===== config.mk =====
export PLATFORM = sky130hd
export DESIGN_NAME = cfg_alu
export DESIGN_NICKNAME = d
export VERILOG_FILES = /design/src/rtl/cfg_alu_pkg.sv /design/src/rtl/alu_arith_unit.sv /design/src/rtl/alu_shift_unit.sv /design/src/rtl/alu_logic_unit.sv /design/src/rtl/alu_cmp_unit.sv /design/src/rtl/cfg_alu.sv
export SDC_FILE = /design/constraint.sdc
export NUM_CORES = 1
export LEC_CHECK = 0
export CORE_MARGIN = 2
export CORE_UTILIZATION = 57
export DETAILED_ROUTE_END_ITERATION = 10
export PLACE_DENSITY_LB_ADDON = 0.1
export SYNTH_ARGS = -nofsm -noshare
export SYNTH_HDL_FRONTEND = slang
export SYNTH_SLANG_ARGS = --single-unit

===== constraint.sdc =====
create_clock -name vclk -period 4.35
set_clock_uncertainty 0.05 [all_clocks]
set_input_delay 0.435 -clock vclk [all_inputs]
set_output_delay 0.435 -clock vclk [all_outputs]
set_load 0.01 [all_outputs]

===== src/rtl/cfg_alu_pkg.sv =====
package cfg_alu_pkg;

   localparam int unsigned N_OPS    = 16;
   localparam int unsigned N_CODES  = 4;
   localparam int unsigned SEL_W    = $clog2(N_CODES);
   localparam int unsigned IDX_W    = $clog2(N_OPS);

   typedef enum logic [IDX_W-1:0] {
      OPC_ADD  = 4'd0,
      OPC_SUB  = 4'd1,
      OPC_MUL  = 4'd2,
      OPC_DIV  = 4'd3,
      OPC_MOD  = 4'd4,
      OPC_SHL  = 4'd5,
      OPC_SHR  = 4'd6,
      OPC_SAR  = 4'd7,
      OPC_AND  = 4'd8,
      OPC_OR   = 4'd9,
      OPC_XOR  = 4'd10,
      OPC_NAND = 4'd11,
      OPC_NOR  = 4'd12,
      OPC_EQ   = 4'd13,
      OPC_LT   = 4'd14,
      OPC_GT   = 4'd15
   } alu_op_e;

endpackage


===== src/rtl/alu_arith_unit.sv =====
module alu_arith_unit #(
   parameter int unsigned W = 4
) (
   input  logic [W-1:0] a,
   input  logic [W-1:0] b,
   output logic [W-1:0] sum,
   output logic [W-1:0] diff,
   output logic [W-1:0] prod,
   output logic [W-1:0] quot,
   output logic [W-1:0] rem
);
   localparam int unsigned WW = 2 * W;
   localparam logic [W-1:0] ALL_ONES = {W{1'b1}};

   logic b_zero;

   assign b_zero = (b == '0);

   always_comb begin
      sum  = a + b;
      diff = a - b;
      prod = a * b;
   end

   // divisor of zero: quotient saturates, remainder passes the dividend
   always_comb begin
      if (b_zero) begin
         quot = ALL_ONES;
         rem  = a;
      end else begin
         quot = a / b;
         rem  = a % b;
      end
   end

   always_comb begin
      p_addsub_inverse_r2: assert ((W'(sum - b) == a) && (W'(diff + b) == a))
         else $error("add/sub not mutually inverse");
      if (!b_zero) begin
         p_div_rebuild_r4: assert ((WW'(quot) * WW'(b) + WW'(rem)) == WW'(a))
            else $error("quotient and remainder do not rebuild dividend");
         p_rem_below_r4: assert (rem < b)
            else $error("remainder not below divisor");
      end
   end

endmodule


===== src/rtl/alu_shift_unit.sv =====
module alu_shift_unit #(
   parameter int unsigned W = 4
) (
   input  logic [W-1:0] a,
   input  logic [W-1:0] amt,
   output logic [W-1:0] shl,
   output logic [W-1:0] shr,
   output logic [W-1:0] sar
);
   logic          over;
   logic          sign;

   assign over = (32'(amt) >= W);
   assign sign = a[W-1];

   always_comb begin
      if (over) begin
         shl = '0;
         shr = '0;
         sar = {W{sign}};
      end else begin
         shl = a << amt;
         shr = a >> amt;
         sar = W'($signed(a) >>> amt);
      end
   end

   always_comb begin
      if (!sign) begin
         p_sar_matches_shr_r7: assert (sar == shr)
            else $error("arithmetic shift differs from logical for positive value");
      end
      if (over) begin
         p_shift_saturate_r6: assert ((shl == '0) && (shr == '0))
            else $error("large shift amount left bits behind");
      end
   end

endmodule


===== src/rtl/alu_logic_unit.sv =====
module alu_logic_unit #(
   parameter int unsigned W = 4
) (
   input  logic [W-1:0] a,
   input  logic [W-1:0] b,
   output logic [W-1:0] and_o,
   output logic [W-1:0] or_o,
   output logic [W-1:0] xor_o,
   output logic [W-1:0] nand_o,
   output logic [W-1:0] nor_o
);
   genvar i;
   generate
      for (i = 0; i < W; i++) begin : g_bit
         assign and_o[i]  = a[i] & b[i];
         assign or_o[i]   = a[i] | b[i];
         assign xor_o[i]  = a[i] ^ b[i];
         assign nand_o[i] = ~(a[i] & b[i]);
         assign nor_o[i]  = ~(a[i] | b[i]);
      end
   endgenerate

   always_comb begin
      p_nand_nor_complement_r8: assert ((nand_o == ~and_o) && (nor_o == ~or_o))
         else $error("inverted gates are not complements");
      p_xor_partition_r8: assert ((xor_o | and_o) == or_o)
         else $error("xor and and do not cover or");
   end

endmodule


===== src/rtl/alu_cmp_unit.sv =====
module alu_cmp_unit #(
   parameter int unsigned W = 4
) (
   input  logic [W-1:0] a,
   input  logic [W-1:0] b,
   output logic         eq,
   output logic         lt,
   output logic         gt
);
   assign eq = (a == b);
   assign lt = (a < b);
   assign gt = (a > b);

   always_comb begin
      p_cmp_exclusive_r9: assert ($countones({eq, lt, gt}) == 1)
         else $error("compare outcomes not exclusive");
   end

endmodule


===== src/rtl/cfg_alu.sv =====
module cfg_alu
   import cfg_alu_pkg::*;
#(
   parameter int unsigned W    = 4,
   parameter int unsigned OP_C0 = 0,
   parameter int unsigned OP_C1 = 1,
   parameter int unsigned OP_C2 = 2,
   parameter int unsigned OP_C3 = 3
) (
   input  logic [W-1:0]     op_a,
   input  logic [W-1:0]     op_b,
   input  logic [SEL_W-1:0] op_sel,
   output logic [W-1:0]     result
);
   localparam logic [W-1:0] ZERO_HI = '0;

   // elaboration-time parameter checks
   generate
      if (W < 2) begin : g_bad_width
         $error("cfg_alu: W must be at least 2");
      end
      if (OP_C0 >= N_OPS || OP_C1 >= N_OPS || OP_C2 >= N_OPS || OP_C3 >= N_OPS) begin : g_bad_idx
         $error("cfg_alu: operation index outside catalogue");
      end
   endgenerate

   logic [W-1:0] r_sum, r_diff, r_prod, r_quot, r_rem;
   logic [W-1:0] r_shl, r_shr, r_sar;
   logic [W-1:0] r_and, r_or, r_xor, r_nand, r_nor;
   logic         c_eq, c_lt, c_gt;

   alu_arith_unit #(.W(W)) u_arith (
      .a(op_a), .b(op_b),
      .sum(r_sum), .diff(r_diff), .prod(r_prod), .quot(r_quot), .rem(r_rem)
   );

   alu_shift_unit #(.W(W)) u_shift (
      .a(op_a), .amt(op_b),
      .shl(r_shl), .shr(r_shr), .sar(r_sar)
   );

   alu_logic_unit #(.W(W)) u_logic (
      .a(op_a), .b(op_b),
      .and_o(r_and), .or_o(r_or), .xor_o(r_xor), .nand_o(r_nand), .nor_o(r_nor)
   );

   alu_cmp_unit #(.W(W)) u_cmp (
      .a(op_a), .b(op_b),
      .eq(c_eq), .lt(c_lt), .gt(c_gt)
   );

   // catalogue of all results, indexed by operation code
   logic [W-1:0] cat [N_OPS];

   always_comb begin
      cat[OPC_ADD]  = r_sum;
      cat[OPC_SUB]  = r_diff;
      cat[OPC_MUL]  = r_prod;
      cat[OPC_DIV]  = r_quot;
      cat[OPC_MOD]  = r_rem;
      cat[OPC_SHL]  = r_shl;
      cat[OPC_SHR]  = r_shr;
      cat[OPC_SAR]  = r_sar;
      cat[OPC_AND]  = r_and;
      cat[OPC_OR]   = r_or;
      cat[OPC_XOR]  = r_xor;
      cat[OPC_NAND] = r_nand;
      cat[OPC_NOR]  = r_nor;
      cat[OPC_EQ]   = {ZERO_HI[W-1:1], c_eq};
      cat[OPC_LT]   = {ZERO_HI[W-1:1], c_lt};
      cat[OPC_GT]   = {ZERO_HI[W-1:1], c_gt};
   end

   // per select code, bind the parameter-chosen catalogue entry
   logic [W-1:0] by_code [N_CODES];

   genvar k;
   generate
      for (k = 0; k < N_CODES; k++) begin : g_code
         localparam int unsigned IDX = (k == 0) ? OP_C0 :
                                       (k == 1) ? OP_C1 :
                                       (k == 2) ? OP_C2 : OP_C3;
         assign by_code[k] = cat[IDX[IDX_W-1:0]];
      end
   endgenerate

   assign result = by_code[op_sel];

endmodule


=== Word-level counts from Yosys, hierarchy flattened ===
Cells that the tools add are included.
W data, S select, Z words.

* Register bits after elaboration: 0
* Bits of input ports: 10
* Output and inout port bits: 4
* Logic and storage cells: 11

* $add $sub $neg: 2
* Multipliers: 1
* Div/mod/pow operators: 1
* Order comparisons: 1
* Mux-type cells: 4
* Bitwise gates (word level): 1
* Reductions and logical operators: 1

{| class="wikitable"
|+ Operator list
! kind !! number
|-
| $mux W4 || 3
|-
| $bmux W4 S2 || 1
|-
| $add A4 B4 Y4 || 1
|-
| $div A4 B4 Y4 || 1
|-
| $logic_not A4 Y1 || 1
|-
| $mul A4 B4 Y4 || 1
|-
| $sub A4 B4 Y4 || 1
|-
| $ge A3 B3 Y1 const B || 1
|-
| $not A2 Y3 || 1
|}

=== Longest topological paths before layout ===
Gate-level depths: netlist of the first run.

* Depth after elaboration: 5
* Mapped depth: 19
* Mapped depth without buffers: 19

=== By module ===
A second synthesis of the first run with hierarchy kept.

* Cells, all modules: 118
* Area total of the unflattened synthesis: 1,008.5 µm²

{| class="wikitable"
|+ By module, submodules not included
! module !! instances !! cells each !! area each (µm²) !! sequential area each (µm²)
|-
| alu_arith_unit || 1 || 114 || 903.4 || 0.0
|-
| cfg_alu || 1 || 4 || 105.1 || 0.0
|}

=== Worst setup path after synthesis of the first run ===
Ideal clock, no wire load.

* Path type: input to output
* Start point: input op_b[0]
* End point: output result[0]
* Arrival: 3,564 ps
* Data required time: 3,865 ps
* Slack: 301 ps
* Cell stages on the path: 17
* Buffers on the path: 0
* Path through: inv_1 > ha_1 > nor4b_1 > o22a_1 > ha_1 > o21a_1 > o211ai_2 > o21ai_1 > ha_1 > o21a_1 > o21ai_1 > a21oi_1 > mux2_2 > ha_1 > nor2b_1 > o21ai_0 > a21oi_1

* Cells in the longest elaborated chain, start to end: 5
* Elaborated cells between the ends (all ways): 9
* Those cells by class: add/sub (2); mul (1); div (1); mux (4); reduce/logical (1)

{| class="wikitable"
|+ Ends and longest elaborated chain
! what !! RTL line !! text
|-
| from (decl) || cfg_alu.sv:11 || <nowiki>input logic [W-1:0] op_b,</nowiki>
|-
| $div A4 B4 Y4 / $logic_not A4 Y1 (equally long branches) || alu_arith_unit.sv:31, alu_arith_unit.sv:17 ||
|-
| $mux W4 || alu_arith_unit.sv:27 || <nowiki>if (b_zero) begin</nowiki>
|-
| $bmux W4 S2 * || cfg_alu.sv:87 || <nowiki>assign result = by_code[op_sel];</nowiki>
|-
| $mux W4 (not written as such) * (2 in series) || cfg_alu.sv:87 ||
|-
| to (decl) || cfg_alu.sv:13 || <nowiki>output logic [W-1:0] result</nowiki>
|}

Mark *: on every way between the ends. The rest lies on a longest branch, timed or not. The select of a mux whose other input is x is not followed.

=== Worst setup path after layout of the first run ===
* Start point: input op_b[3]
* End point: output result[0]

* Cells in the longest elaborated chain, start to end: 5
* Elaborated cells between the ends (all ways): 6
* Those cells by class: div (1); mux (4); reduce/logical (1)

{| class="wikitable"
|+ Ends and longest elaborated chain
! what !! RTL line
|-
| $div A4 B4 Y4 / $logic_not A4 Y1 (equally long branches) || alu_arith_unit.sv:31, alu_arith_unit.sv:17
|-
| $mux W4 * || alu_arith_unit.sv:27
|-
| $bmux W4 S2 * || cfg_alu.sv:87
|-
| $mux W4 (not written as such) * (2 in series) || cfg_alu.sv:87
|}

Marked as above.

==> impl_metrics.py, run 1 <==
metrics = {
    "routing": {
        "detailedRoute.firstPassIterationCount": 4,
        "route.antenna.remaining_nets": 0,
        "post_detailed_route_wirelength_per_cell_microns": 23.7,
        "route.vias.total": 1005,
        "drc": 0,
        "detail_route.wirelength_microns": 3550,
        "drt-initial-drc-count": 61,
        "vias_per_cell": 6.70,
    },
    "power": {
        "cellLeakagePower_nw": 0.572,
        "power.density_nw_per_um2": 153,
        "power.ir.vdd_worst_uv": 103,
    },
    "placement": {
        "dpl-instance-area_sq_um": 1100,
        "placement.setup.worst_slack_ns": -0.726,
        "place.detailed.instances": 145,
        "placer_congestion": 0.788,
        "port-buffer-count": 14,
        "dp_hpwl_microns": 1740,
    },
    "finish": {
        "drive_gt1_share_pct": 35.6,
        "diodes": 0,
        "fin_cells": 150,
        "area_growth_pct": 51.7,
        "layout.cells.most_common_list": "buf_4 (26), ha_1 (21), inv_1 (10), xnor2_1 (10), clkdlybuf4s50_1 (8)",
        "number_of_clock_buffer_instances_in_the_layout": 0,
        "numSequentialCells": 0,
        "seqCellArea_sq_um": 0,
        "layout.nets": 172,
        "final_design_area_no_fill_sq_um": 1200,
        "final_common_cell": "buf_4",
        "utilization_pct": 92.5,
    },
    "run_status": {
        "outcome": "finished, violations left",
        "violations_in_the_final_reports": "setup timing",
    },
    "logic_synthesis": {
        "main_combinational_cell_family_by_area_after_synthesis": "adder cells",
        "synth-warning-count": 0,
        "post_synth_fa_ha_maj_area_fraction_pct": 41.3,
        "yosysUniqueCellTypes": 29,
        "synth_compound_area_share_pct": 21.0,
        "synth.yosys.seq_area_share_pct": 0,
        "post_synth_and_or_nand_nor_area_fraction_pct": 13.7,
        "syn-instance-count": 97,
        "synth_xor_xnor_area_share_pct": 12.1,
        "syn-mean-instance-area_sq_um": 8.18,
        "synth.net_count": 132,
        "synthMuxAreaShare_pct": 5.52,
        "synthesized_cell_area_sq_um": 793,
    },
    "setup_path": {
        "kind_of_end_point_of_the_critical_path": "output port",
        "timing_worst_setup_path_type": "in2out",
        "worstPathArrival_ns": 3.94,
        "timing.critical_path.slowest_stage_cell": "or3_4",
        "critPathMaxStageDelay_ns": 0.38,
        "cp.required_ns": 3.87,
        "path_cells": "buf_6, or3_4, o22a_1, ha_4, o21a_4, o211ai_4, o21ai_2, ha_1, o21a_1, o21ai_2, a21oi_2, mux2_2, ha_1, nor2b_1, o21ai_1, a21oi_1, buf_2",
        "path_max_fanout": 5,
        "crit_path_start_kind": "primary input",
    },
    "sta": {
        "rsz0062_at_grt": "true",
        "setup_total_negative_slack_ns": -0.0757,
        "final_worst_setup_slack_ns": -0.0757,
        "timing_worst_slew_pin_value_ns": 0.493,
        "slew-limit-headroom_pct": 66.3,
        "finalMaxSlewViolations": 0,
        "setup_viol": 1,
        "max_freq_mhz": 226,
        "timing.final.crit_period_ns": 4.43,
        "hold_violations": 0,
        "post-route-period-util_pct": 102,
    },
    "grt": {
        "via_count_of_the_first_global_routing_pass": 849,
        "grt_max_degree": 12,
        "global_route.overflow_total": 0,
        "antenna_violations_before_repair": 0,
        "global_route.usage.total_pct": 37.7,
        "first_pass_grt_wire_length_microns": 4060,
    },
    "die": {
        "die_height_microns": 41.3,
        "die_width_microns": 41.3,
        "fp.dieArea_sq_um": 1710,
        "num_rows": 13,
        "design.core.area_sq_um": 1300,
        "initial_utilization_pct": 61.0,
        "io-pin-count": 14,
    },
    "clocking": {
        "ctsHoldBuffers": 0,
    },
    "worst_hold_path": {
        "timing.hold.worst.class": "in2out",
    },
    "flow_run": {
        "drv.max_cap_violation_count": 0,
    },
}
## critical path, delay by kind of cell
kind | cells | cell delay (ns)
simple gates | 2 | 0.54
compound gates | 9 | 1.50
fa+ha+maj | 3 | 0.82
mux | 1 | 0.37
buf+inv | 2 | 0.25
## kinds of logic after synthesis
group,Yosys count
xor gates and xnor gates,11
buffers and inverters,13
adders and majority gates,25
AOI/OAI and AO/OA,24
and+or+nand+nor,20
muxes,4
## cell type report
class / instances / area [sq um]
Timing Repair Buffer: 40 / 318
Fill cell: 46 / 97.6
Inverter: 11 / 41.3
Multi-Input combinational cell: 84 / 826
Tap cell: 15 / 18.8
## metal layers
layer / wire length (microns) / vias to the layer above / track usage [%] / share of wire, %
li1: - / 420 / - / -
met1: 1270 / 457 / 43.4 / 36
met2: 1700 / 91 / 69.5 / 48
met3: 329 / 37 / 3.72 / 9.3
met4: 247 / 0 / 16.1 / 7.0
met5: 0 / - / 0 / 0
## timing repair
| action | in CTS | in global routing |
|---|---|---|
| hold endpoints to repair | 0 | 0 |
| endpoints found under the setup margin | 2 | 2 |
| gates resized for setup | 21 | 17 |
| setup buffers | 4 | 1 |
| pin swaps | 8 | 13 |
## Yosys cell counts, types with 2 or more instances
master / number / area share (%)
a21oi_1: 5 / 3.2
fa_1: 2 / 5.0
ha_1: 23 / 36
inv_1: 11 / 5.2
mux2_2: 3 / 4.3
nand2_1: 7 / 3.3
nand2b_1: 2 / 1.6
nor2_1: 3 / 1.4
nor3_1: 2 / 1.3
nor3b_1: 2 / 1.9
o21a_1: 3 / 2.8
o21ai_0: 3 / 1.9
o21ai_1: 5 / 3.2
o221ai_1: 2 / 2.2
xnor2_1: 10 / 11
## through the flow
stage,total power (W),hold WS [ns]
2_1_floorplan,0.0000811,1.08
3_3_place_gp,0.000137,2.05
3_5_place_dp,0.000143,2.07
4_1_cts,0.000153,1.64
5_1_grt,0.000193,1.58
6_report,0.000184,1.57
## worst paths after layout
path | start | end | slack [ns] | depth (start not counted)
worst max-delay path | op_b[3] | result[0] | -0.08 | 17
worst min-delay path | op_b[0] | result[0] | 1.57 | 6
## power by group
part	total, W	internal [W]	switching (W)
Sequential	0	0	0
Combinational	0.000184	0.0000914	0.0000923
Clock	0	0	0
Power figures use the tool's default switching activity.
==> run 2, diff against run 1 <==
ABC_CLOCK_PERIOD_IN_PS = 4350   (was default)
==> results of run 2 <==
Same layout as run 1: the final DEF is identical, and so are final timing and power.
==> run 3, diff against run 2 <==
CORE_UTILIZATION = 60   (was 57)
DONT_BUFFER_PORTS = 1   (was default)
PLACE_DENSITY_LB_ADDON = 0.08   (was 0.1)
SETUP_SLACK_MARGIN = 0.1   (was default)
==> impl_metrics.py, run 3 (same netlist as run 1, synthesis figures left out) <==
metrics = {
    "grt": {
        "gr-max-usage-layer": "met2",
        "global_route.usage.met3_pct": 2.22,
        "global_route.usage.total_pct": 22.9,
        "global_route.overflow_total": 0,
        "antenna_violations_before_repair": 0,
        "grt_max_degree": 12,
        "via_count_of_the_first_global_routing_pass": 609,
        "grt_util_met1_pct": 31.7,
        "first_pass_grt_wire_length_microns": 2610,
        "groute.layer.met2.usage_pct": 38.9,
    },
    "sta": {
        "setup_total_negative_slack_ns": 0,
        "max_freq_mhz": 245,
        "post-route-period-util_pct": 93.7,
        "setup_viol": 0,
        "timing_worst_slew_pin_value_ns": 0.402,
        "rsz0062_at_grt": "false",
        "finalMaxSlewViolations": 0,
        "final_worst_setup_slack_ns": 0.275,
        "hold_violations": 0,
        "timing.final.crit_period_ns": 4.07,
        "slew-limit-headroom_pct": 72.5,
    },
    "setup_path": {
        "critical-path-top-cell-by-count": "ha_1",
        "worstPathArrival_ns": 3.59,
        "path_max_fanout": 8,
        "kind_of_end_point_of_the_critical_path": "output port",
        "timing_worst_setup_path_type": "in2out",
        "critPathMaxStageDelay_ns": 0.33,
        "timing.critical_path.slowest_stage_cell": "mux2_2",
        "timing.critical_path.max_delay_family": "compound AO/OA/AOI/OAI gates",
        "cp.required_ns": 3.87,
        "path_cells": "inv_1, ha_1, inv_1, o22a_1, ha_1, o21a_1, o211ai_4, nand2_1, o21ai_2, ha_1, o21a_1, o21ai_2, a21oi_2, buf_4, mux2_2, ha_1, nor3b_1, a21oi_2",
        "crit_buf_inv": 3,
        "crit_path_start_kind": "primary input",
    },
    "power": {
        "design_power_total_w": 0.000102,
        "power.ir.vdd_worst_uv": 70.3,
        "power.density_nw_per_um2": 120,
        "cellLeakagePower_nw": 0.392,
    },
    "die": {
        "num_rows": 13,
        "io-pin-count": 14,
        "design.core.area_sq_um": 1270,
        "die_height_microns": 40.4,
        "die_width_microns": 40.4,
        "fp.dieArea_sq_um": 1630,
        "initial_utilization_pct": 62.5,
    },
    "finish": {
        "utilization_pct": 66.9,
        "number_of_clock_buffer_instances_in_the_layout": 0,
        "seqCellArea_sq_um": 0,
        "fill_cells": 115,
        "area_growth_pct": 6.94,
        "layout.nets": 134,
        "final_common_cell": "ha_1",
        "layout.cells.most_common_list": "ha_1 (23), inv_1 (11), xnor2_1 (10)",
        "drive_gt1_share_pct": 13.4,
        "diodes": 0,
        "numSequentialCells": 0,
    },
    "routing": {
        "route.antenna.remaining_nets": 0,
        "route.vias.total": 681,
        "detailedRoute.firstPassIterationCount": 5,
        "detail_route.wirelength_microns": 1680,
        "drc": 0,
        "post_detailed_route_wirelength_per_cell_microns": 15.0,
        "vias_per_cell": 6.08,
        "drt-initial-drc-count": 7,
    },
    "placement": {
        "dp_hpwl_microns": 1340,
        "placement.setup.worst_slack_ns": 0.176,
        "placer_congestion": 0.786,
        "port-buffer-count": 0,
    },
    "worst_hold_path": {
        "timing.hold.worst.class": "in2out",
    },
    "clocking": {
        "ctsHoldBuffers": 0,
    },
    "run_status": {
        "outcome": "completed",
    },
    "flow_run": {
        "drv.max_cap_violation_count": 0,
    },
}
==> run 3: cell types whose count changed in the layout (fill, tap and decap cells not counted), moves of 2 or more <==
cell and delta:
clkbuf_2 -2, clkdlybuf4s50_1 -8, ha_1 +2, buf_2 -2
buf_4 -24, buf_6 -2, ha_4 -2
==> run 3: area by class of cell <==
class	count	area (sq um)	share of cell area [%]
well taps	15	18.8	2.21
inverters	11	41.3	4.87
multi-input cells	84	773	91.2
repair buffers	2	15.0	1.77
==> run 3: path summary, 6_finish.rpt <==
check	startpoint	endpoint	slack (ns)	cells after the start
max	op_b[0]	result[0]	0.28	18
min	op_sel[1]	result[1]	0.91	1
==> run 3: repair_timing <==
action / CTS / global route
gates resized for setup: 0 / 7
endpoints found under the setup margin: 0 / 1
buffers inserted: 0 / 1
==> run 3: metrics by stage <==
step / std cells / cell area, sq um / hold slack (ns)
2_1_floorplan: 97 / 793 / 1.08
3_3_place_gp: 111 / 811 / 0.917
3_5_place_dp: 111 / 811 / 0.916
4_1_cts: 111 / 811 / 0.916
5_1_grt: 112 / 848 / 0.919
6_report: 112 / 848 / 0.914
==> run 3: where the power goes <==
group	internal (W)	switching, W	leakage [nW]
Combinational	0.0000505	0.0000513	0.392
Sequential	0	0	0
Clock	0	0	0
Total	0.0000505	0.0000513	0.392
==> run 3: metal layers <==
layer	wire (microns)	up-vias
met1	806	326
li1	-	342
met2	802	13
met5	0	-
met3	67	0
met4	0	0
